--- src/rtl/link_pkt_framer.sv ---
module link_pkt_framer #(
  parameter logic [7:0] START_SYM = 8'hFB,
  parameter logic [7:0] END_SYM   = 8'hFD,
  parameter int         SEQ_W     = 12
) (
  input  logic        clk,
  input  logic        rst_n,
  input  logic        in_valid,
  output logic        in_ready,
  input  logic [31:0] in_data,
  input  logic        in_last,
  input  logic        in_digest,
  input  logic [31:0] in_ecrc,
  output logic        out_valid,
  input  logic        out_ready,
  output logic [7:0]  out_byte,
  output logic        out_ctrl
);
  localparam logic [31:0] POLY = 32'h04C11DB7;

  typedef enum logic [2:0] {S_STP, S_SEQH, S_SEQL, S_BODY, S_ECRC, S_LCRC, S_END} st_t;

  st_t              st;
  logic [1:0]       idx;
  logic [SEQ_W-1:0] seq;
  logic [31:0]      crc, ecrc_q;
  logic [15:0]      seq_field;
  logic             fire;

  function automatic logic [7:0] pick(input logic [31:0] w, input logic [1:0] i);
    case (i)
      2'd0:    return w[31:24];
      2'd1:    return w[23:16];
      2'd2:    return w[15:8];
      default: return w[7:0];
    endcase
  endfunction

  function automatic logic [31:0] crc_step(input logic [31:0] c, input logic [7:0] b);
    logic [31:0] r;
    r = c;
    for (int k = 7; k >= 0; k--) begin
      if (r[31] ^ b[k]) r = {r[30:0], 1'b0} ^ POLY;
      else              r = {r[30:0], 1'b0};
    end
    return r;
  endfunction

  assign seq_field = 16'(seq);
  assign out_valid = (st == S_STP || st == S_BODY) ? in_valid : 1'b1;
  assign out_ctrl  = (st == S_STP || st == S_END);
  assign fire      = out_valid && out_ready;
  assign in_ready  = (st == S_BODY) && (idx == 2'd3) && out_ready;

  always_comb begin
    case (st)
      S_STP:   out_byte = START_SYM;
      S_SEQH:  out_byte = seq_field[15:8];
      S_SEQL:  out_byte = seq_field[7:0];
      S_BODY:  out_byte = pick(in_data, idx);
      S_ECRC:  out_byte = pick(ecrc_q, idx);
      S_LCRC:  out_byte = pick(~crc, idx);
      default: out_byte = END_SYM;
    endcase
  end

  always_ff @(posedge clk or negedge rst_n) begin
    if (!rst_n) begin
      st     <= S_STP;
      idx    <= '0;
      seq    <= '0;
      crc    <= '1;
      ecrc_q <= '0;
    end else if (fire) begin
      case (st)
        S_STP: begin
          crc <= '1;
          st  <= S_SEQH;
        end
        S_SEQH: begin
          crc <= crc_step(crc, out_byte);
          st  <= S_SEQL;
        end
        S_SEQL: begin
          crc <= crc_step(crc, out_byte);
          idx <= '0;
          st  <= S_BODY;
        end
        S_BODY: begin
          crc <= crc_step(crc, out_byte);
          idx <= idx + 2'd1;
          if (idx == 2'd3 && in_last) begin
            ecrc_q <= in_ecrc;
            st     <= in_digest ? S_ECRC : S_LCRC;
          end
        end
        S_ECRC: begin
          crc <= crc_step(crc, out_byte);
          idx <= idx + 2'd1;
          if (idx == 2'd3) st <= S_LCRC;
        end
        S_LCRC: begin
          idx <= idx + 2'd1;
          if (idx == 2'd3) st <= S_END;
        end
        default: begin
          seq <= seq + 1'b1;
          st  <= S_STP;
        end
      endcase
    end
  end

  assert_hold_R7: assert property (@(posedge clk) disable iff (!rst_n)
    out_valid && !out_ready |=> out_valid && $stable(out_byte) && $stable(out_ctrl));

  assert_ctrl_code_R2: assert property (@(posedge clk) disable iff (!rst_n)
    out_valid && out_ctrl |-> (out_byte == START_SYM || out_byte == END_SYM));

  assert_data_after_start_R1: assert property (@(posedge clk) disable iff (!rst_n)
    fire && out_ctrl && out_byte == START_SYM |=> out_valid && !out_ctrl);

  assert_take_with_output_R8: assert property (@(posedge clk) disable iff (!rst_n)
    in_ready |-> out_ready && out_valid == in_valid && !out_ctrl);

endmodule

--- config.mk ---
export PLATFORM = sky130hd
export DESIGN_NAME = link_pkt_framer
export DESIGN_NICKNAME = d
export VERILOG_FILES = /design/src/rtl/link_pkt_framer.sv
export SDC_FILE = /design/constraint.sdc
export NUM_CORES = 1
export LEC_CHECK = 0
export ABC_AREA = 1
export BUFFER_PORTS_ARGS = -buffer_cell sky130_fd_sc_hd__buf_2
export CORE_MARGIN = 1
export CORE_UTILIZATION = 30
export CTS_CLUSTER_DIAMETER = 200
export DETAILED_ROUTE_END_ITERATION = 10
export GPL_ROUTABILITY_DRIVEN = 0
export MAX_ROUTING_LAYER = met4
export PLACE_DENSITY = 0.45
export SLEW_MARGIN = 20
export SYNTH_ARGS = -nofsm -noshare
export SYNTH_HDL_FRONTEND = slang
export SYNTH_SLANG_ARGS = --single-unit
--- constraint.sdc ---
create_clock -name clk -period 2.9 [get_ports clk]
set_clock_uncertainty 0.2 [all_clocks]
set_input_delay 0.29 -clock clk [delete_from_list [all_inputs] [get_ports clk]]
set_output_delay 0.29 -clock clk [all_outputs]
set_load 0.1 [all_outputs]
# ---- After elaboration in Yosys (flattened, before gate mapping)
# Cells that the tools add are included.
dict set report totals {
  register_bits 81
  out_inout_bits 11
  wordCells 193
}
dict set report op_classes {
  n_addsub 2
  n_eq_ne 12
  muxes 97
  bitwise 60
  n_reduce_logical 17
}
# operator n
set op_table {}
lappend op_table {{$mux 32} 56}
lappend op_table {{$mux 27} 29}
lappend op_table {{$not 14->14} 29}
lappend op_table {{$pmux 32 s5} 1}
lappend op_table {{$pmux 8 s3} 3}
lappend op_table {{$pmux 8 s6} 1}
lappend op_table {{$not 32->32} 1}
lappend op_table {{$xor 1x1->1} 29}
lappend op_table {{$pmux 3 s6} 1}
lappend op_table {{$add 12x1->12 const B} 1}
lappend op_table {{$eq 3x3->1 const B} 3}
lappend op_table {{$mux 3} 3}
lappend op_table {{$eq 3x2->1 const B} 2}
lappend op_table {{$reduce_and 2->1} 3}
lappend op_table {{$reduce_or 6->1} 1}
lappend op_table {{$reduce_bool 5->1} 1}
lappend op_table {{$eq 2x2->1 const B} 2}
lappend op_table {{$logic_and 1x1->1} 4}
lappend op_table {{$ne 2x2->1 const B} 2}
lappend op_table {{$pmux 2 s2} 1}
lappend op_table {{$reduce_and 4->1} 1}
lappend op_table {{$eq 3x1->1 const B} 1}
lappend op_table {{$logic_not 3->1} 1}
lappend op_table {{$reduce_and 3->1} 1}
lappend op_table {{other kinds (9)} 11}

# ---- Depth between registers and ports, before layout
dict set report logic_depth {
  ltp_word 34
  depth_mapped 22
  ltp_nobuf 21
}

# ---- Worst setup path before layout
# No wires, ideal clock.
dict set report synth_timing {
  path_kind {flip-flop to flip-flop}
  start {register idx[0]}
  end {register crc[13]}
  setup_ps 73
  t_arrival_ps 3007
  t_required_ps 2627
  path_slack_ps -381
  stages_incl_launch_ff 19
  path_buffers 1
  period_less_slack_ps 3281
  cell_sequence {dfrtp_1 -> inv_1 -> ha_1 -> buf_2 -> a21oi_1 -> nand3_1 -> o211ai_1 -> nand3_1 -> nand2_1 -> nand2_2 -> inv_2 -> nand2_1 -> nand2_2 -> inv_2 -> nand2_1 -> nand2_1 -> nand2_1 -> nand2_1 -> a21boi_1}
}
# item line
set synth_lines {}
lappend synth_lines {{start, declared} 24} ;# logic [1:0] idx;
lappend synth_lines {{start signal, assigned} 91} ;# idx <= idx + 2'd1;
lappend synth_lines {{start signal, assigned} 99} ;# idx <= idx + 2'd1;
lappend synth_lines {{start signal, assigned} 103} ;# idx <= idx + 2'd1;
lappend synth_lines {{$eq 2x2->1 (tied with other cells)} 31} ;# case (i)
lappend synth_lines {{$pmux 8 s3} 31}
lappend synth_lines {{$pmux 8 s6 *} 56} ;# case (st)
lappend synth_lines {{named net out_byte[2]} 16} ;# output logic [7:0] out_byte,
lappend synth_lines {{$xor 1x1->1} 43} ;# if (r[31] ^ b[k]) r = {r[30:0], 1'b0} ^ POLY;
lappend synth_lines {{$mux 27} 43}
lappend synth_lines {{$mux 32} 75} ;# case (st)
lappend synth_lines {{$mux 32} 74} ;# end else if (fire) begin
lappend synth_lines {{$not 14->14 (no source line)} n/a}
lappend synth_lines {{$mux 27} 43}
lappend synth_lines {{$mux 32} 75}
lappend synth_lines {{$mux 32} 74}
lappend synth_lines {{$mux 27} 43}
lappend synth_lines {{$pmux 32 s5 *} 75}
lappend synth_lines {{end signal, assigned} 81} ;# crc <= crc_step(crc, out_byte);
lappend synth_lines {{end signal, assigned} 85} ;# crc <= crc_step(crc, out_byte);
lappend synth_lines {{end signal, assigned} 90} ;# crc <= crc_step(crc, out_byte);
lappend synth_lines {{end, declared} 26} ;# logic [31:0] crc, ecrc_q;
# The timed path passes the listed nets; every way through them passes the cells marked *. The select of a mux whose other input is x is not followed.
# A chain may end at the register's enable or synchronous reset.

# ---- Worst setup path in the final report
dict set report layout_timing {
  start {register idx[1]}
  end {output out_byte[1]}
}
dict set report layout_via {
  elab_chain_cells 3
}
# item line
set layout_lines {}
lappend layout_lines {{$eq 2x2->1 (tied with other cells)} 31}
lappend layout_lines {{$pmux 8 s3} 31}
lappend layout_lines {{$pmux 8 s6 *} 56}
lappend layout_lines {{end, declared} 16}
# Every way passes the cells marked *; elsewhere a longest branch is shown, timed or not.

==> results <==
- The floorplan has 49 rows.
- The detailed router placed 5391 vias in this run.
- The number of clock sinks is 81.
- The number of iterations in the first detailed-routing pass is 5.
- For this configuration, the core starts out at a cell density of 0.3105.
- The vertical extent of the die is 139.5 um.
- The run finished with clean final reports.
- Counting cells, the worst reg-to-reg path comes to 20.
- Counting distinct cell types in the post-synthesis netlist gives 40.
- In the synthesized netlist the dominant register cell turns out to be sky130_fd_sc_hd__dfrtp_1.
- The number of buffer cells added on primary ports is 80.
- OpenSTA, run right after detailed placement, puts the worst setup slack at -0.08341 ns.
- For this run, the post-layout net count is 1020.
- The tree is rooted in a sky130_fd_sc_hd__clkbuf_16.
- The type of element launching the critical path is a flip-flop.
- The synthesized design contains 0 enable-type register cells.
- The area of the core is 18270 um^2.
- The library cell with the highest instance count after synthesis is sky130_fd_sc_hd__nand2_1.
- The critical path data arrival time is 2.30 ns.
- The routed wire length is 18410 um.
- Dividing the final minimum period by the clock period gives 0.9618.
- The count of final max-slew check failures is 0.
- The pin count of the biggest net entering global routing is 59.
- The synthesized instance count is 785.
- After layout, the minimum clock period comes to 2.789 ns.
- Setup repair after global routing could not meet its margin everywhere.
- The post-route DRC violation count is 0.
- In this run the cell area of the synthesized design comes to 5673 um^2.
- The total routing resource utilization after global routing is 0.2040.
- The layout cell share with drive strength beyond 1 is 0.3316.
- For the pin with the worst max-slew slack, the measured transition is 0.7892 ns.
- The number of antenna violations at the first check in global routing is 0.
- The first global-routing pass estimated 29270 um of wire.
- The post-route antenna net violation count is 0.
- The number of global-route vias before repair is 5325.
- The worst hold path passes through 4 cells.
- Of all nets on the critical path, the largest fanout is 5.
- Of the post-synthesis cell area, the dominant cell type holds 0.2161.
- The share of synthesized flip-flops with an asynchronous set or reset is 1.000.
- After clock tree synthesis, the clock-pin slew on the worst setup and hold paths is 0.07 ns.
- The number of endpoints with negative hold slack in the final report is 0.
- The number of H-tree branching levels is 3.
- Summed over all layers, the global routing overflow is 0.
- The count of yosys warnings during synthesis is 0.
- The insertion delay of the later-clocked pin in the worst-skew pair is 0.36 ns.
- STA classifies the critical path endpoint as an output pin.
- The setup slack of the critical path after layout is 0.1107 ns.
- The die covers 19460 um^2.
- By count the netlist is led by sky130_fd_sc_hd__nand2_1 (257), sky130_fd_sc_hd__inv_1 (90), sky130_fd_sc_hd__nor2_1 (71).
- In the post-synthesis netlist, the biggest area contributors are sky130_fd_sc_hd__dfrtp_1 (22%), sky130_fd_sc_hd__nand2_1 (17%), sky130_fd_sc_hd__dfstp_2 (15%), sky130_fd_sc_hd__inv_1 (6.0%), sky130_fd_sc_hd__mux2_2 (6.0%).
- The top-level port count is 81.
- TritonCTS built the clock tree.
- The maximum buffer depth of the clock tree is 2.
- Setup violations remaining at the end of the flow were counted as 0.
- Detailed placement finished with a half-perimeter wire length of 13990 um.
- The via density per instance is 4.573.
- The biggest area contributor in the post-synthesis netlist is sky130_fd_sc_hd__dfrtp_1.
- The critical path in this run is classified as reg -> out.
- When the netlist entered floorplanning its net count stood at 860.
- The number of storage elements in the synthesis netlist is 81.
- In the final routed layout, each cell accounts on average for 15.62 um.
- The violation count after the first detailed-route iteration is 268.
- The total CTS buffers is 9.
- The number of antenna diodes in the final layout is 0.
- The average instance in the mapped netlist occupies 7.227 um^2.
- The peak clock frequency supported by timing is 0.3585 GHz.
- The sequential cell area fraction in the yosys report is 0.3644.
- The worst pin sits at a relative slew slack of 0.4739.
- The count of max-cap constraint violations is 0.
- In this run the worst hold path is classified as in -> reg.
- The horizontal extent of the die is 139.5 um.
- The worst path required time is 2.41 ns.
- The layout-stage area growth over the synthesis result is 35.40%.
[through the flow]
| stage | TNS, ns | hold slack [ns] | utilization | instances | area, um^2 |
|---|---|---|---|---|---|
| 2_1_floorplan | -0.03258 | -0.2056 | - | 785 | 5710 |
| 3_3_place_gp | -0.5059 | 0.2257 | 0.3732 | 1125 | 6818 |
| 3_5_place_dp | -0.4230 | 0.2268 | 0.3732 | 1125 | 6818 |
| 4_1_cts | 0 | 0.05317 | 0.4088 | 1174 | 7470 |
| 5_1_grt | -0.07069 | 0.1274 | 0.4204 | 1179 | 7681 |
| 6_report | 0 | 0.05837 | 0.4204 | 1179 | 7681 |
[layer usage]
layer | global-route usage | vias up | part of all wire | wire length, um
met5 | - | - | 0 | 0
met4 | 0.05731 | 0 | 0.015 | 284
met3 | 0.02891 | 19 | 0.033 | 606
met2 | 0.3206 | 111 | 0.46 | 8435
met1 | 0.2726 | 2491 | 0.49 | 9086
li1 | - | 2770 | - | -
[cell usage in the layout (no fill, tap or decap), types with 3 or more instances in the layout]
| cell type | netlist | layout |
|---|---|---|
| sky130_fd_sc_hd__mux2_2 | 30 | 30 |
| sky130_fd_sc_hd__nand3_1 | 59 | 51 |
| sky130_fd_sc_hd__or2_0 | 3 | 3 |
| sky130_fd_sc_hd__nand2_2 | 23 | 29 |
| sky130_fd_sc_hd__ha_4 | 0 | 3 |
| sky130_fd_sc_hd__dlygate4sd3_1 | 0 | 33 |
| sky130_fd_sc_hd__nand4_1 | 6 | 6 |
| sky130_fd_sc_hd__xor2_2 | 3 | 3 |
| sky130_fd_sc_hd__nor2_4 | 2 | 4 |
| sky130_fd_sc_hd__nand2_1 | 257 | 246 |
| sky130_fd_sc_hd__nor2_1 | 71 | 57 |
| sky130_fd_sc_hd__buf_4 | 2 | 51 |
| sky130_fd_sc_hd__o21ai_0 | 20 | 20 |
| sky130_fd_sc_hd__dfrtp_2 | 0 | 3 |
| sky130_fd_sc_hd__clkinv_8 | 0 | 3 |
| sky130_fd_sc_hd__nand2_4 | 4 | 9 |
| sky130_fd_sc_hd__a21oi_1 | 14 | 14 |
| sky130_fd_sc_hd__inv_2 | 8 | 10 |
| sky130_fd_sc_hd__o21ai_1 | 9 | 9 |
| sky130_fd_sc_hd__buf_12 | 0 | 12 |
| sky130_fd_sc_hd__nor2_2 | 6 | 18 |
| sky130_fd_sc_hd__dfstp_2 | 32 | 32 |
| sky130_fd_sc_hd__xor2_1 | 31 | 31 |
| sky130_fd_sc_hd__clkbuf_16 | 0 | 9 |
| sky130_fd_sc_hd__nand3_2 | 0 | 6 |
| sky130_fd_sc_hd__buf_2 | 15 | 74 |
| sky130_fd_sc_hd__o22ai_1 | 11 | 11 |
| sky130_fd_sc_hd__dfrtp_1 | 49 | 46 |
| sky130_fd_sc_hd__xnor2_1 | 8 | 8 |
| sky130_fd_sc_hd__inv_1 | 90 | 87 |
[area by class of cell]
| cell class | instances | area [um^2] |
|---|---|---|
| fillers | 1894 | 10590 |
| multi-input cells | 582 | 3287 |
| flip-flops and latches | 81 | 2071 |
| repair buffers | 172 | 1346 |
| inverters | 99 | 379.1 |
| well taps | 229 | 286.5 |
| clock buffers | 9 | 225.2 |
| clock inverters | 7 | 86.33 |
[cells by family after synthesis]
group | share of synthesized area
adders and majority gates | 0.01103
muxes | 0.05955
buffers and inverters | 0.09241
xor gates and xnor gates | 0.06881
and+or+nand+nor | 0.3359
AOI/OAI and AO/OA | 0.06793
DFF | 0.3644
[critical path: stages (launching register included)]
cell	delay, ns
sky130_fd_sc_hd__dfrtp_1	0.44
sky130_fd_sc_hd__inv_2	0.13
sky130_fd_sc_hd__ha_4	0.16
sky130_fd_sc_hd__buf_4	0.15
sky130_fd_sc_hd__inv_1	0.08
sky130_fd_sc_hd__o211ai_1	0.29
sky130_fd_sc_hd__nand2_1	0.11
sky130_fd_sc_hd__nand2_1	0.07
sky130_fd_sc_hd__nand2_1	0.07
sky130_fd_sc_hd__nand3_4	0.14
sky130_fd_sc_hd__buf_4	0.14
sky130_fd_sc_hd__buf_12	0.16
[state kept, by name (all words and copies together) (netlist names)]
register / count
st: 3
idx: 2
crc: 32
ecrc_q: 32
seq: 12
[repair_timing]
item | 4_1_cts | 5_1_grt
hold endpoints to repair | 81 | 0
pin swaps | 0 | 9
hold buffers | 33 | 0
setup endpoints to repair | 8 | 27
gates resized for setup | 3 | 50
setup buffers | 0 | 5
[path summary, 6_finish.rpt]
check	from	to	slack, ns
min in group asynchronous	rst_n	seq[3]	0.34
max reg2reg	idx[0]	crc[2]	0.15
min	in_digest	st[0]	0.06
max	idx[1]	out_byte[1]	0.11
max in group asynchronous	rst_n	crc[6]	1.35
min reg2reg	seq[11]	seq[11]	0.28
Power is not shown: default switching activity piles up to over one toggle a cycle in this logic, so the estimate is an artifact.
